<file path="src/rtl/thre_pkg.sv">
// Package: shared constants and helpers for the transmit-empty interrupt block.
// Assumes a data-length code that counts upward from the minimum character size.
package thre_pkg;

    // Smallest supported number of data bits in a character.
    localparam int unsigned MIN_DATA_BITS = 5;

    // Identification code reported when this source is the highest priority.
    localparam logic [2:0] IID_TX_EMPTY = 3'b001;

    // Counter width able to hold the longest held-off span:
    // start + largest data length + parity.
    function automatic int unsigned span_width(input int unsigned wlen_w);
        int unsigned max_span;
        max_span = 1 + MIN_DATA_BITS + ((1 << wlen_w) - 1) + 1;
        return $clog2(max_span + 1);
    endfunction

endpackage

</file>
<file path="src/rtl/thre_fill_tracker.sv">
// Module: thre_fill_tracker
// Keeps a sticky flag recording that the transmit FIFO held at least THRESH
// characters at one time since the most recent empty event.
// Assumes fifo_level is a plain binary count and empty_event is one cycle wide.
module thre_fill_tracker #(
    parameter int unsigned LEVEL_W = 5,
    parameter int unsigned THRESH  = 2
) (
    input  logic               clk,
    input  logic               rst_n,
    input  logic [LEVEL_W-1:0] fifo_level,
    input  logic               empty_event,
    output logic               burst_seen
);

    localparam logic [LEVEL_W-1:0] THRESH_V = LEVEL_W'(THRESH);

    logic burst_q;

    // Flag update: cleared on each drain, set whenever the level reaches the threshold.
    always_ff @(posedge clk) begin
        if (!rst_n) begin
            burst_q <= 1'b0;
        end else if (empty_event) begin
            burst_q <= 1'b0;
        end else if (fifo_level >= THRESH_V) begin
            burst_q <= 1'b1;
        end
    end

    assign burst_seen = burst_q;

endmodule

</file>
<file path="src/rtl/thre_char_timer.sv">
// Module: thre_char_timer
// Down-counter for the hold-off span, measured in bit-time ticks.
// Loads span on start, abandons on cancel, and pulses done combinationally in the
// cycle that carries the last required tick.
// Assumes span is at least 1 and stays valid in the start cycle.
module thre_char_timer #(
    parameter int unsigned CNT_W = 4
) (
    input  logic             clk,
    input  logic             rst_n,
    input  logic             start,
    input  logic [CNT_W-1:0] span,
    input  logic             cancel,
    input  logic             bit_tick,
    output logic             done,
    output logic             busy
);

    localparam logic [CNT_W-1:0] ONE = CNT_W'(1);

    logic [CNT_W-1:0] remain_q;
    logic             run_q;

    // Expiry: the tick that brings the remaining count from one to zero.
    always_comb begin
        done = run_q && bit_tick && (remain_q == ONE) && !start && !cancel;
    end

    // Count state: load, abandon, or step down on each tick.
    always_ff @(posedge clk) begin
        if (!rst_n) begin
            remain_q <= '0;
            run_q    <= 1'b0;
        end else if (start) begin
            remain_q <= span;
            run_q    <= 1'b1;
        end else if (cancel) begin
            remain_q <= '0;
            run_q    <= 1'b0;
        end else if (run_q && bit_tick) begin
            remain_q <= remain_q - ONE;
            if (remain_q == ONE) begin
                run_q <= 1'b0;
            end
        end
    end

    assign busy = run_q;

endmodule

</file>
<file path="src/rtl/thre_irq_gen.sv">
// Module: thre_irq_gen (top)
// Generates the transmit-holding-register-empty interrupt. On each empty event
// it either raises the flag at once (after a burst fill) or after one character
// time minus the stop bit. Writes and qualifying identification reads clear it.
// Assumes single-cycle strobes and a character format held steady while counting.
module thre_irq_gen
    import thre_pkg::*;
#(
    parameter int unsigned LEVEL_W      = 5,
    parameter int unsigned WLEN_W       = 2,
    parameter int unsigned BURST_THRESH = 2
) (
    input  logic               clk,
    input  logic               rst_n,
    input  logic               fifo_empty,
    input  logic [LEVEL_W-1:0] fifo_level,
    input  logic               thr_wr,
    input  logic               iir_rd,
    input  logic [2:0]         iir_id,
    input  logic [WLEN_W-1:0]  word_len,
    input  logic               parity_en,
    input  logic               bit_tick,
    output logic               thre_irq
);

    localparam int unsigned CNT_W = span_width(WLEN_W);

    logic             empty_q;
    logic             empty_event;
    logic             burst_seen;
    logic [CNT_W-1:0] span;
    logic             tmr_start;
    logic             tmr_cancel;
    logic             tmr_done;
    logic             tmr_busy;
    logic             set_now;
    logic             clr_read;
    logic             irq_q;

    // Remember last cycle's empty status to find the drain edge.
    always_ff @(posedge clk) begin
        if (!rst_n) begin
            empty_q <= 1'b1;
        end else begin
            empty_q <= fifo_empty;
        end
    end

    // Drain edge detection.
    always_comb begin
        empty_event = fifo_empty && !empty_q;
    end

    // Hold-off span: start bit + data bits + optional parity, stop bit excluded.
    always_comb begin
        span = CNT_W'(1) + CNT_W'(MIN_DATA_BITS) + CNT_W'(word_len) + CNT_W'(parity_en);
    end

    // Timer control: start on a non-burst drain, abandon on refill or write.
    always_comb begin
        tmr_start  = empty_event && !burst_seen && !thr_wr;
        tmr_cancel = thr_wr || !fifo_empty;
    end

    // Set and clear conditions for the interrupt flag.
    always_comb begin
        set_now  = (empty_event && burst_seen) || (tmr_done && fifo_empty);
        clr_read = iir_rd && (iir_id == IID_TX_EMPTY);
    end

    // Interrupt flag: write clears first, then set, then identification read.
    always_ff @(posedge clk) begin
        if (!rst_n) begin
            irq_q <= 1'b0;
        end else if (thr_wr) begin
            irq_q <= 1'b0;
        end else if (set_now) begin
            irq_q <= 1'b1;
        end else if (clr_read) begin
            irq_q <= 1'b0;
        end
    end

    thre_fill_tracker #(
        .LEVEL_W (LEVEL_W),
        .THRESH  (BURST_THRESH)
    ) u_fill (
        .clk         (clk),
        .rst_n       (rst_n),
        .fifo_level  (fifo_level),
        .empty_event (empty_event),
        .burst_seen  (burst_seen)
    );

    thre_char_timer #(
        .CNT_W (CNT_W)
    ) u_timer (
        .clk      (clk),
        .rst_n    (rst_n),
        .start    (tmr_start),
        .span     (span),
        .cancel   (tmr_cancel),
        .bit_tick (bit_tick),
        .done     (tmr_done),
        .busy     (tmr_busy)
    );

    assign thre_irq = irq_q;

endmodule

</file>
<file path="config.mk">
export PLATFORM = sky130hd
export DESIGN_NAME = thre_irq_gen
export DESIGN_NICKNAME = d
export VERILOG_FILES = /design/src/rtl/thre_pkg.sv /design/src/rtl/thre_fill_tracker.sv /design/src/rtl/thre_char_timer.sv /design/src/rtl/thre_irq_gen.sv
export SDC_FILE = /design/constraint.sdc
export NUM_CORES = 1
export LEC_CHECK = 0
export BUFFER_PORTS_ARGS = -buffer_cell sky130_fd_sc_hd__buf_2
export CELL_PAD_IN_SITES_DETAIL_PLACEMENT = 0
export CELL_PAD_IN_SITES_GLOBAL_PLACEMENT = 1
export CORE_AREA = 2 2 40 42
export CTS_BUF_LIST = sky130_fd_sc_hd__clkbuf_8
export DETAILED_ROUTE_END_ITERATION = 6
export DIE_AREA = 0 0 42 44
export PLACE_DENSITY_LB_ADDON = 0.1
export SETUP_SLACK_MARGIN = 0.3
export SYNTH_ARGS = -nofsm -noshare
export SYNTH_HDL_FRONTEND = slang
export SYNTH_SLANG_ARGS = --single-unit
</file>
<file path="constraint.sdc">
create_clock -name clk -period 2.63 [get_ports clk]
set_input_delay 0.3945 -clock clk [delete_from_list [all_inputs] [get_ports clk]]
set_output_delay 0.3945 -clock clk [all_outputs]
set_load 0.005 [all_outputs]
</file>
# After elaboration in Yosys (flattened, before gate mapping)
# Index checks and enable logic that the tools add are counted.
[op_classes] addsub=3 order_cmp=1 n_eq_ne=2 muxes=9 n_bitwise=1 n_reduce_logical=24
[ops] cell="two-way mux 4 bit" count=3
[ops] cell="logical AND 1 bit" count=10
[ops] cell="zero test 1 bit" count=6
[ops] cell="two-way mux 1 bit" count=6
[ops] cell="nonzero test 3 bit" count=2
[ops] cell="greater-or-equal comparator 5 x 2 -> 1 bit, second input constant" count=1
[ops] cell="adder 3 x 2 -> 4 bit, first input constant" count=1
[ops] cell="adder 4 x 1 -> 4 bit" count=1
[ops] cell="equality test 4 x 1 -> 1 bit, second input constant" count=1
[ops] cell="OR reduction 2 bit" count=2
[ops] cell="subtractor 4 x 1 -> 4 bit, second input constant" count=1
[ops] cell="equality test 3 x 1 -> 1 bit, second input constant" count=1
[ops] cell="logical OR 1 bit" count=2
[ops] cell="AND reduction 2 bit" count=1
[ops] cell="nonzero test 2 bit" count=1
[ops] cell="NOT 1 bit" count=1
[totals] regBits=8 input_bits=17 output_inout_bits=1

# Longest topological paths before layout
# Gate-level depths: netlist of run 1.
[logic_depth] ltp_word=10 depth_mapped=6 mapped_depth_nobuf=6

# Hierarchy
# From an unflattened synthesis of run 1, not the netlist that was laid out.
[hier_totals] hier_cells=63 area_unflattened_um2=508.0
[by_module_without_submodules] module="thre_char_timer" n_inst=1 cells_each=40 area_each_um2=314.1 seq_area_each_um2=100.1
[by_module_without_submodules] module="thre_irq_gen" n_inst=1 cells_each=18 area_each_um2=141.4 seq_area_each_um2=40.0
[by_module_without_submodules] module="thre_fill_tracker" n_inst=1 cells_each=5 area_each_um2=52.6 seq_area_each_um2=20.0

# Least setup slack after synthesis of run 1
# OpenSTA, ideal clock, no wires.
[synth_path] path_kind="input to register" startpoint="input word_len[0]" endpoint="register u_timer.remain_q[1]" setup_ps=70 arrival_ps=1251 t_required_ps=2560 setup_slack_ps=1309 stages=5 path_buffers=0 path_cell_list="ha_1 -> inv_1 -> ha_1 -> or3_1 -> a21oi_1"
[synth_between] elab_chain_cells=3
[synth_rtl] item="start: declaration" line="thre_irq_gen.sv:20" source="input logic [WLEN_W-1:0] word_len,"
[synth_rtl] item="adder 3 x 2 -> 4 bit" line="thre_irq_gen.sv:56" source="span = CNT_W'(1) + CNT_W'(MIN_DATA_BITS) + CNT_W'(word_len) + CNT_W'(parity_en);"
[synth_rtl] item="adder 4 x 1 -> 4 bit" line="thre_irq_gen.sv:56"
[synth_rtl] item="two-way mux 4 bit" line="thre_char_timer.sv:34" source="end else if (start) begin"
[synth_rtl] item="end signal: assignment" line="thre_char_timer.sv:35" source="remain_q <= span;"
[synth_rtl] item="end signal: assignment" line="thre_char_timer.sv:41" source="remain_q <= remain_q - ONE;"
[synth_rtl] item="end: declaration" line="thre_char_timer.sv:21" source="logic [CNT_W-1:0] remain_q;"
# Every way passes these cells.
# A chain may end at the register's enable or synchronous reset.

# Worst setup path in the final report of run 1
# Same ends and word-level chain as after synthesis.

==> flow_summary.yaml, run 1 <==
detailed_routing:
  drt_iter0_markers: 10
  drt-vias-per-instance: 5.13
  drc_errors: 0
  ant_nets: 0
  wirelength_um: 1090
  drtPass1Iterations: 5
  via_count: 477
  wl_per_cell_um: 11.7
sta:
  worst-slew-pin-transition_ns: 0.291
  drv_slew: 0
  whs_ns: 0.412
  layout_setup_ws_ns: 1.40
  finalHoldViolCount: 0
  fin_crit_ns: 1.23
  relSlewSlack: 0.804
  rsz0062_at_grt: "false"
  max_freq_mhz: 810
  finalSetupViolCount: 0
  clock-skew-final_ns: 0.000492
  fin_setup_tns_ns: 0
  timing.final.crit_share: 0.470
worst_setup_path:
  path_cells: "buf_2, ha_1, inv_1, ha_1, or3_1, a21oi_1"
  critPathKind: "in2reg"
  max_stage_delay_ns: 0.35
  cp_top_family: "adder cells"
  crit_path_end_kind: "register"
  cp-start-kind: "primary input"
  worstPathRequired_ns: 2.79
  crit_fanout: 1
  path_buf_inv: 2
  cpMaxStageDelayCell: "or3_1"
  arrival_ns: 1.40
  crit_top_cell: "ha_1"
  rr_worst_depth: 4
  worst-path-stages: 6
synthesis:
  yosys_warnings: 0
  synth_cells: 59
  synthesis.nets: 80
  synth.cell_area_um2: 517
  synth-seq-cells: 8
  avgSynthCellArea_um2: 8.76
  yosysSeqAreaShare: 0.310
  ys_types: 26
power_and_ir_drop:
  p_comb_frac: 0.133
  p_sw_frac: 0.223
  p_int_uw: 248
  p_clk_frac: 0.456
  p_per_area_nw_per_um2: 489
  leakagePower_nw: 0.289
  worst_ir_drop_vdd_mv: 0.263
  power_frac_seq: 0.411
  p_sw_uw: 71.3
job:
  max-cap-violations: 0
floorplanning:
  fp.dieW_um: 42
  die_h_um: 44
  rows: 14
  core-area_um2: 1420
  dieArea_um2: 1850
  start_util: 0.364
  ios: 18
global_route:
  grt.total_usage: 0.128
  gr-total-overflow: 0
  grt_pass1_wl_um: 1740
  grt_max_degree: 7
  antenna_found_initial: 0
  grt_pass1_vias: 436
cts:
  clk_latency_ns: 0.23
  clockRootBuffer: "clkbuf_8"
  path_clk_slew_ns: 0.04
  hold_buffers: 0
  clockBufferDepth: 2
  cts_tree: "done"
  ctsResizeCount: 0
  htree_levels: 1
  cts.sink_count: 8
  numCtsBuffers: 3
  postCtsSetupBuffers: 0
final_layout:
  nets: 100
  final_common_cell: "buf_2"
  drive_gt1_frac: 0.286
  insertedDiodeCount: 0
  syn_to_final_growth_pct: 26.4
  final_cell_mix: "buf_2 (16), dfxtp_1 (8), a21oi_1 (6)"
worst_hold_path:
  hold_class: "in2reg"
  hold_depth: 2
place:
  pre_cts_slack_ns: 1.14
  gp_congestion: 0.729
  portBuffers: 16
  dpl.hpwl_um: 823
status:
  outcome: "complete, no violations"
## final cells by class
type	instances	area, um2
Clock buffer	3	41.3
Tap cell	16	20.0
Inverter	5	18.8
Sequential cell	8	160
Timing Repair Buffer	16	80.1
Fill cell	148	766
Multi-Input combinational cell	45	333
## metrics by stage
step / power, mW / util / cells / area [um2]
after floorplan: 0.156 / - / 59 / 517
after global placement: 0.175 / 0.431 / 90 / 612
after detailed placement: 0.175 / 0.431 / 90 / 612
after CTS: 0.321 / 0.460 / 93 / 653
after global routing: 0.331 / 0.460 / 93 / 653
final: 0.319 / 0.460 / 93 / 653
## Yosys cell counts (all sizes together)
library cell	count	share of area
o211ai	1	0.015
nor4b	1	0.046
dfxtp	8	0.31
nand3b	2	0.029
o21ai	1	0.0097
nand2	3	0.022
and2	1	0.012
a2bb2oi	1	0.017
xnor2	1	0.017
o211a	2	0.039
nand4bb	1	0.022
a22oi	1	0.015
a21oi	6	0.058
nand2b	5	0.061
nor3b	1	0.036
or3	2	0.024
nor4	1	0.012
nor2	5	0.041
ha	4	0.097
a211oi	1	0.015
nand3	3	0.029
a22o	1	0.017
or2	1	0.012
inv	5	0.036
buf	1	0.0097
## sequential cells by signal, summed over array words and instances, names as in the netlist
register           count
thre_irq               1
u_fill.burst_seen      1
empty_q                1
u_timer.remain_q       4
u_timer.busy           1
## final timing paths
| check | startpoint | endpoint | slack [ns] |
|---|---|---|---|
| min | rst_n | empty_q | 0.41 |
| min reg2reg | thre_irq | thre_irq | 0.53 |
| max | word_len[0] | u_timer.remain_q[1] | 1.40 |
| max reg2reg | u_fill.burst_seen | u_timer.remain_q[3] | 1.44 |
## routing by layer
layer	routed length [um]	GRT usage	vias to the layer above	part of all wire
li1	-	-	246	-
met1	485	0.146	218	0.45
met2	520	0.206	11	0.48
met3	68	0.0458	2	0.063
met4	10	0.0774	0	0.0092
met5	0	0	-	0
## kinds of logic (layout without fill, tap and decap cells)
kind of cell	count (synthesis)	after routing	share of synthesized area
AOI/OAI and AO/OA	14	14	0.184
xor gates and xnor gates	1	1	0.0170
adders and majority gates	4	4	0.0969
buffers and inverters	6	24	0.0460
DFF	8	8	0.310
and+or+nand+nor	26	26	0.346
## power groups by stage
| stage | clock (mW) | combinational, mW | sequential, mW |
|---|---|---|---|
| CTS | 0.147 | 0.0430 | 0.131 |
| floorplan | 0 | 0.0235 | 0.132 |
| finish | 0.146 | 0.0426 | 0.131 |
| global placement | 0 | 0.0419 | 0.133 |
| global route | 0.152 | 0.0480 | 0.132 |
| detailed placement | 0 | 0.0421 | 0.133 |
Note: power is estimated with default switching activity, not from simulation.
==> run 2: changes to the inputs <==
- ABC_AREA: not set -> 1
- CORE_AREA: 2 2 40 42 -> 2 2 46 48
- DIE_AREA: 0 0 42 44 -> 0 0 48 50
- clock period: 2.63 -> 1 ns (I/O delays scaled with it)
==> run 2 against run 1 <==
The flow now finishes with violations (setup timing). Setup slack lost 1.4 ns. Flip-flop and latch count is the same. Critical endpoint is now u_timer.remain_q[2]. Clock-buffer cell count is the same. Critical path depth grew 2. Wire length grew 19%. Core utilization shrank 2.3 points. Total power grew to 3.1 times the previous value.
==> flow_summary.yaml, run 2 <==
place:
  gp_congestion: 0.753
  dpl.hpwl_um: 990
  pre_cts_slack_ns: -0.0674
  dpl_cell_area_um2: 743
  portBuffers: 16
synthesis:
  synth.cell_area_um2: 564
  netlist_top_cells_count: "nand2_1 (18), nor2_1 (16), inv_1 (14)"
  synth-main-ff-cell: "dfxtp_1"
  netlist_top_cells_area: "dfxtp_1 (28%), nand2_1 (12%), nor2_1 (11%), nand3_1 (9.8%), inv_1 (9.3%)"
  ys_types: 17
  synth-seq-cells: 8
  avgSynthCellArea_um2: 6.56
  synthesis.nets: 107
  synth_edf_count: 0
  yosys_warnings: 0
  synth_top_cell_by_area: "dfxtp_1"
  synth.most_common_cell: "nand2_1"
  async_flop_share: 0
  synth_cells: 86
  synth.top_cell.area_share: 0.284
  yosysSeqAreaShare: 0.284
cts:
  numCtsBuffers: 3
  clk_latency_ns: 0.23
  htree_levels: 1
  cts_tree: "done"
  cts.sink_count: 8
  clockRootBuffer: "clkbuf_8"
  path_clk_slew_ns: 0.04
  hold_buffers: 0
  clockBufferDepth: 2
worst_setup_path:
  worst-path-stages: 8
  cp-start-kind: "register"
  path_buf_inv: 1
  reg2reg_to: "u_timer.remain_q[2]"
  crit_fanout: 3
  arrival_ns: 1.13
  rr_worst_depth: 8
  r2r-start: "u_timer.remain_q[0]"
  worstPathRequired_ns: 1.12
  critPathKind: "reg2reg"
  crit_path_end_kind: "register"
  max_stage_delay_ns: 0.34
  rrSetupSlack_ns: -0.01
  path_cells: "inv_2, ha_4, nand2_1, nand2_1, nand2_1, nand2_1, nor2_1, nor2_1"
  crit_top_cell: "nand2_1"
  cp_top_family: "simple AND/OR/NAND/NOR gates"
  cp-startpoint: "u_timer.remain_q[0]"
  cpMaxStageDelayCell: "dfxtp_2"
  crit_end: "u_timer.remain_q[2]"
sta:
  fin_setup_tns_ns: -0.00951
  finalHoldViolCount: 0
  timing.final.crit_share: 1.01
  layout_setup_ws_ns: -0.00951
  clock-skew-final_ns: 0.00178
  worst-slew-pin-transition_ns: 0.191
  rsz0062_at_grt: "true"
  drv_slew: 0
  finalSetupViolCount: 1
  max_freq_mhz: 991
  fin_crit_ns: 1.01
  relSlewSlack: 0.872
status:
  violations: "setup timing"
  outcome: "complete, but fails checks"
floorplanning:
  rows: 16
  ios: 18
  die_h_um: 50
  core-area_um2: 1900
  dieArea_um2: 2400
  start_util: 0.297
  fp.dieW_um: 48
detailed_routing:
  wl_met1_um: 627
  via_count: 585
  dr_wl_met2_um: 559
  wirelength_um: 1290
  ant_nets: 0
  drt_iter0_markers: 10
  drt-vias-per-instance: 4.30
  drc_errors: 0
  top_layer_used: "met4"
  wl_per_cell_um: 9.46
  drtPass1Iterations: 4
  wl_met3_um: 70
final_layout:
  drive_gt1_frac: 0.477
  final_cell_area_um2: 832
  top_register: "u_timer.remain_q"
  syn_to_final_growth_pct: 47.5
  nets: 132
  final_cell_mix: "nand2_1 (16), nor2_1 (15), buf_2 (15)"
  final_common_cell: "nand2_1"
  insertedDiodeCount: 0
  largest_reg_flops: 4
worst_hold_path:
  hold_class: "in2reg"
job:
  max-cap-violations: 0
global_route:
  antenna_found_initial: 0
  grt_max_degree: 9
  grt.total_usage: 0.139
  grt_pass1_vias: 563
  gr-total-overflow: 0
  grt_pass1_wl_um: 2360
power_and_ir_drop:
  leakagePower_nw: 0.406
  worst_ir_drop_vdd_mv: 0.625
  p_per_area_nw_per_um2: 1170
-- run 2: cell count changes in the layout (fill, tap and decap cells not counted), moves of 6 or more --
| cell | change |
|---|---|
| nand2_1 | +13 |
| nor2_1 | +11 |
| inv_2 | +8 |
| a21oi_1 | -6 |
-- run 2: layout make-up --
cell class              count  area (um2)
fillers                   222        1070
multi-input cells          61         405
flip-flops and latches      8         169
repair buffers             20         116
inverters                  17        66.3
clock buffers               3        41.3
well taps                  27        33.8
-- run 2: how the worst min path moves through the flow --
stage	from	endpoint	slack, ns	depth (start not counted)
2_1_floorplan	rst_n	empty_q	0.22	1
3_3_place_gp	rst_n	empty_q	0.42	2
3_5_place_dp	rst_n	empty_q	0.42	2
4_1_cts	rst_n	empty_q	0.18	2
5_1_grt	rst_n	empty_q	0.19	2
6_report	rst_n	empty_q	0.18	2
-- run 2: report_power, final --
part / leakage, nW / switching [mW] / internal [mW]
clock: 0.0216 / 0.136 / 0.262
combinational: 0.317 / 0.117 / 0.102
sequential: 0.0673 / 0.0199 / 0.340
total: 0.406 / 0.273 / 0.704
-- run 2: per-layer routing --
metal | up-vias | GRT usage
met5 | - | 0
met4 | 0 | 0.0811
met3 | 4 | 0.0330
met2 | 15 | 0.189
met1 | 250 | 0.193
li1 | 316 | -
-- run 2: timing repair --
item,4_1_cts,5_1_grt
resized for setup,6,5
setup buffers,0,2
setup endpoints to repair,8,8
pin swaps,8,8
-- run 2: stage by stage --
| stage | cells | power, mW | utilization | hold slack [ns] |
|---|---|---|---|---|
| 3_5_place_dp | 131 | 0.567 | 0.391 | 0.418 |
| 6_report | 136 | 0.977 | 0.438 | 0.181 |
| 2_1_floorplan | 86 | 0.493 | - | 0.219 |
| 3_3_place_gp | 131 | 0.564 | 0.391 | 0.419 |
| 4_1_cts | 134 | 0.984 | 0.420 | 0.177 |
| 5_1_grt | 136 | 1.07 | 0.438 | 0.193 |
-- run 2: kinds of logic (layout without fill, tap and decap cells) --
| logic type | count (synthesis) | in the layout | share of synthesized area |
|---|---|---|---|
| AND/OR/NAND/NOR | 51 | 51 | 0.446 |
| flip-flops | 8 | 8 | 0.284 |
| AO/OA/AOI/OAI | 6 | 6 | 0.0687 |
| buffers and inverters | 17 | 40 | 0.113 |
| adder cells (fa/ha/maj) | 4 | 4 | 0.0887 |
-- run 2: worst register-to-register path: cells and delay by family (launching register included) --
kind	cells	cell delay [ns]
buf+inv	1	0.05
flops	1	0.34
fa+ha+maj	1	0.15
simple gates	6	0.36
==> run 3: changes to the inputs <==
- CELL_PAD_IN_SITES_DETAIL_PLACEMENT: 0 -> not set
- CELL_PAD_IN_SITES_GLOBAL_PLACEMENT: 1 -> not set
- CORE_AREA: 2 2 46 48 -> 2 2 39 41
- DIE_AREA: 0 0 48 50 -> 0 0 41 43
==> run 3 against run 2 <==
The flow still finishes with violations (setup timing). Critical path depth up 1. Register-to-register slack about the same. Total power up 0.18%. Clock skew up 0.0015 ns. Wire length down 4.4%. Global-route usage up 3.6 points. Final area down 2.3%. Clock-buffer cell count unchanged. Non-clock buffer count unchanged. Die area down 27%. First-iteration DRC count down 40%.
==> flow_summary.yaml, run 3 (synthesized netlist as in run 2, its figures left out) <==
worst_hold_path:
  min-delay-start: "rst_n"
  worstHoldEndpoint: "empty_q"
  hold_class: "in2reg"
  hold_depth: 2
floorplanning:
  die_h_um: 43
  ios: 18
  dieArea_um2: 1760
  fp.dieW_um: 41
  start_util: 0.408
  rows: 14
  core-area_um2: 1380
global_route:
  grt_pass1_wl_um: 2010
  gr-total-overflow: 0
  grt.total_usage: 0.175
  antenna_found_initial: 0
  grt_max_degree: 9
  grt_pass1_vias: 499
detailed_routing:
  drc_errors: 0
  wl_per_cell_um: 9.84
  wirelength_um: 1230
  drt-vias-per-instance: 4.59
  via_count: 574
  ant_nets: 0
  drtPass1Iterations: 5
  drt_iter0_markers: 6
sta:
  worst-slew-pin-transition_ns: 0.161
  relSlewSlack: 0.893
  max_freq_mhz: 984
  finalSetupViolCount: 1
  timing.final.crit_share: 1.02
  drv_slew: 0
  finalHoldViolCount: 0
  clock-skew-final_ns: 0.00331
  rsz0062_at_grt: "true"
  fin_crit_ns: 1.02
  layout_setup_ws_ns: -0.0163
place:
  dp.cells: 120
  dpl.hpwl_um: 917
  portBuffers: 16
  pre_cts_slack_ns: -0.0591
  gp_congestion: 0.739
worst_setup_path:
  cp-startpoint: "u_timer.remain_q[0]"
  rr_worst_depth: 9
  crit_fanout: 3
  worstPathRequired_ns: 1.13
  rrSetupSlack_ns: -0.02
  cp-start-kind: "register"
  r2r-start: "u_timer.remain_q[0]"
  arrival_ns: 1.15
  crit_path_end_kind: "register"
  critPathKind: "reg2reg"
  reg2reg_to: "u_timer.remain_q[2]"
power_and_ir_drop:
  p_per_area_nw_per_um2: 1200
  worst_ir_drop_vdd_mv: 0.627
  finalPower_uw: 979
  leakagePower_nw: 0.408
final_layout:
  layoutNonFillerInstCount: 125
  drive_gt1_frac: 0.468
  insertedDiodeCount: 0
  syn_to_final_growth_pct: 44.1
  top_register: "u_timer.remain_q"
  nets: 132
  final_cell_mix: "nand2_1 (16), buf_2 (16), nor2_1 (14)"
  largest_reg_flops: 4
status:
  outcome: "complete, but fails checks"
  violations: "setup timing"
cts:
  clockBufferDepth: 2
  numCtsBuffers: 3
  cts.sink_count: 8
  htree_levels: 1
  cts_tree: "done"
  path_clk_slew_ns: 0.04
  clk_latency_ns: 0.24
  clockRootBuffer: "clkbuf_8"
job:
  max-cap-violations: 0
## run 3: cell counts in the layout (fill, tap and decap cells not counted)
Identical to the previous run, type by type.
## run 3: area by class of cell
class | count | area, um2
clock buffers | 3 | 41.3
fillers | 136 | 571
inverters | 17 | 63.8
multi-input cells | 61 | 403
flip-flops and latches | 8 | 171
well taps | 16 | 20.0
repair buffers | 20 | 114
## run 3: routing by layer
metal | share of wire | wire [um] | vias up | track usage
met4 | 0.027 | 33 | 0 | 0.120
met5 | 0 | 0 | - | 0
li1 | - | - | 315 | -
met1 | 0.46 | 565 | 236 | 0.216
met2 | 0.45 | 558 | 18 | 0.250
met3 | 0.059 | 73 | 5 | 0.0471
## run 3: how the worst max path moves through the flow
stage                           to  slack [ns]  depth (start not counted)
6_report       u_timer.remain_q[2]       -0.02                          9
5_1_grt        u_timer.remain_q[2]       -0.06                          9
4_1_cts        u_timer.remain_q[2]       0.002                          9
3_5_place_dp   u_timer.remain_q[1]       -0.06                          8
3_3_place_gp   u_timer.remain_q[1]       -0.05                          8
2_1_floorplan  u_timer.remain_q[2]        0.06                          9
## run 3: stage by stage
step / TNS [ns] / hold WS (ns) / instance area (um2) / util
final: -0.0163 / 0.165 / 813 / 0.588
after global routing: -0.152 / 0.174 / 813 / 0.588
after CTS: 0 / 0.170 / 800 / 0.578
after detailed placement: -0.0591 / 0.412 / 729 / 0.527
after global placement: -0.0462 / 0.407 / 729 / 0.527
after floorplan: 0 / 0.219 / 614 / -
## run 3: timing repair
item,CTS,global route
buffers inserted,2,0
endpoints found under the setup margin,8,8
pin swaps,11,2
gates resized for setup,5,5
hold buffers,0,0
## run 3: power breakdown
group / switching (mW) / internal [mW] / total, mW
combinational: 0.115 / 0.100 / 0.215
clock: 0.144 / 0.262 / 0.406
sequential: 0.0192 / 0.338 / 0.358
## run 3: worst max-delay path, stage by stage (launching register included)
cell and delay (ns):
dfxtp_2 0.33, inv_2 0.07, ha_4 0.13, inv_1 0.03
nand2_1 0.04, nand2_1 0.05, nand2_1 0.07, nand2_1 0.06
nor2_1 0.09, nor2_1 0.04
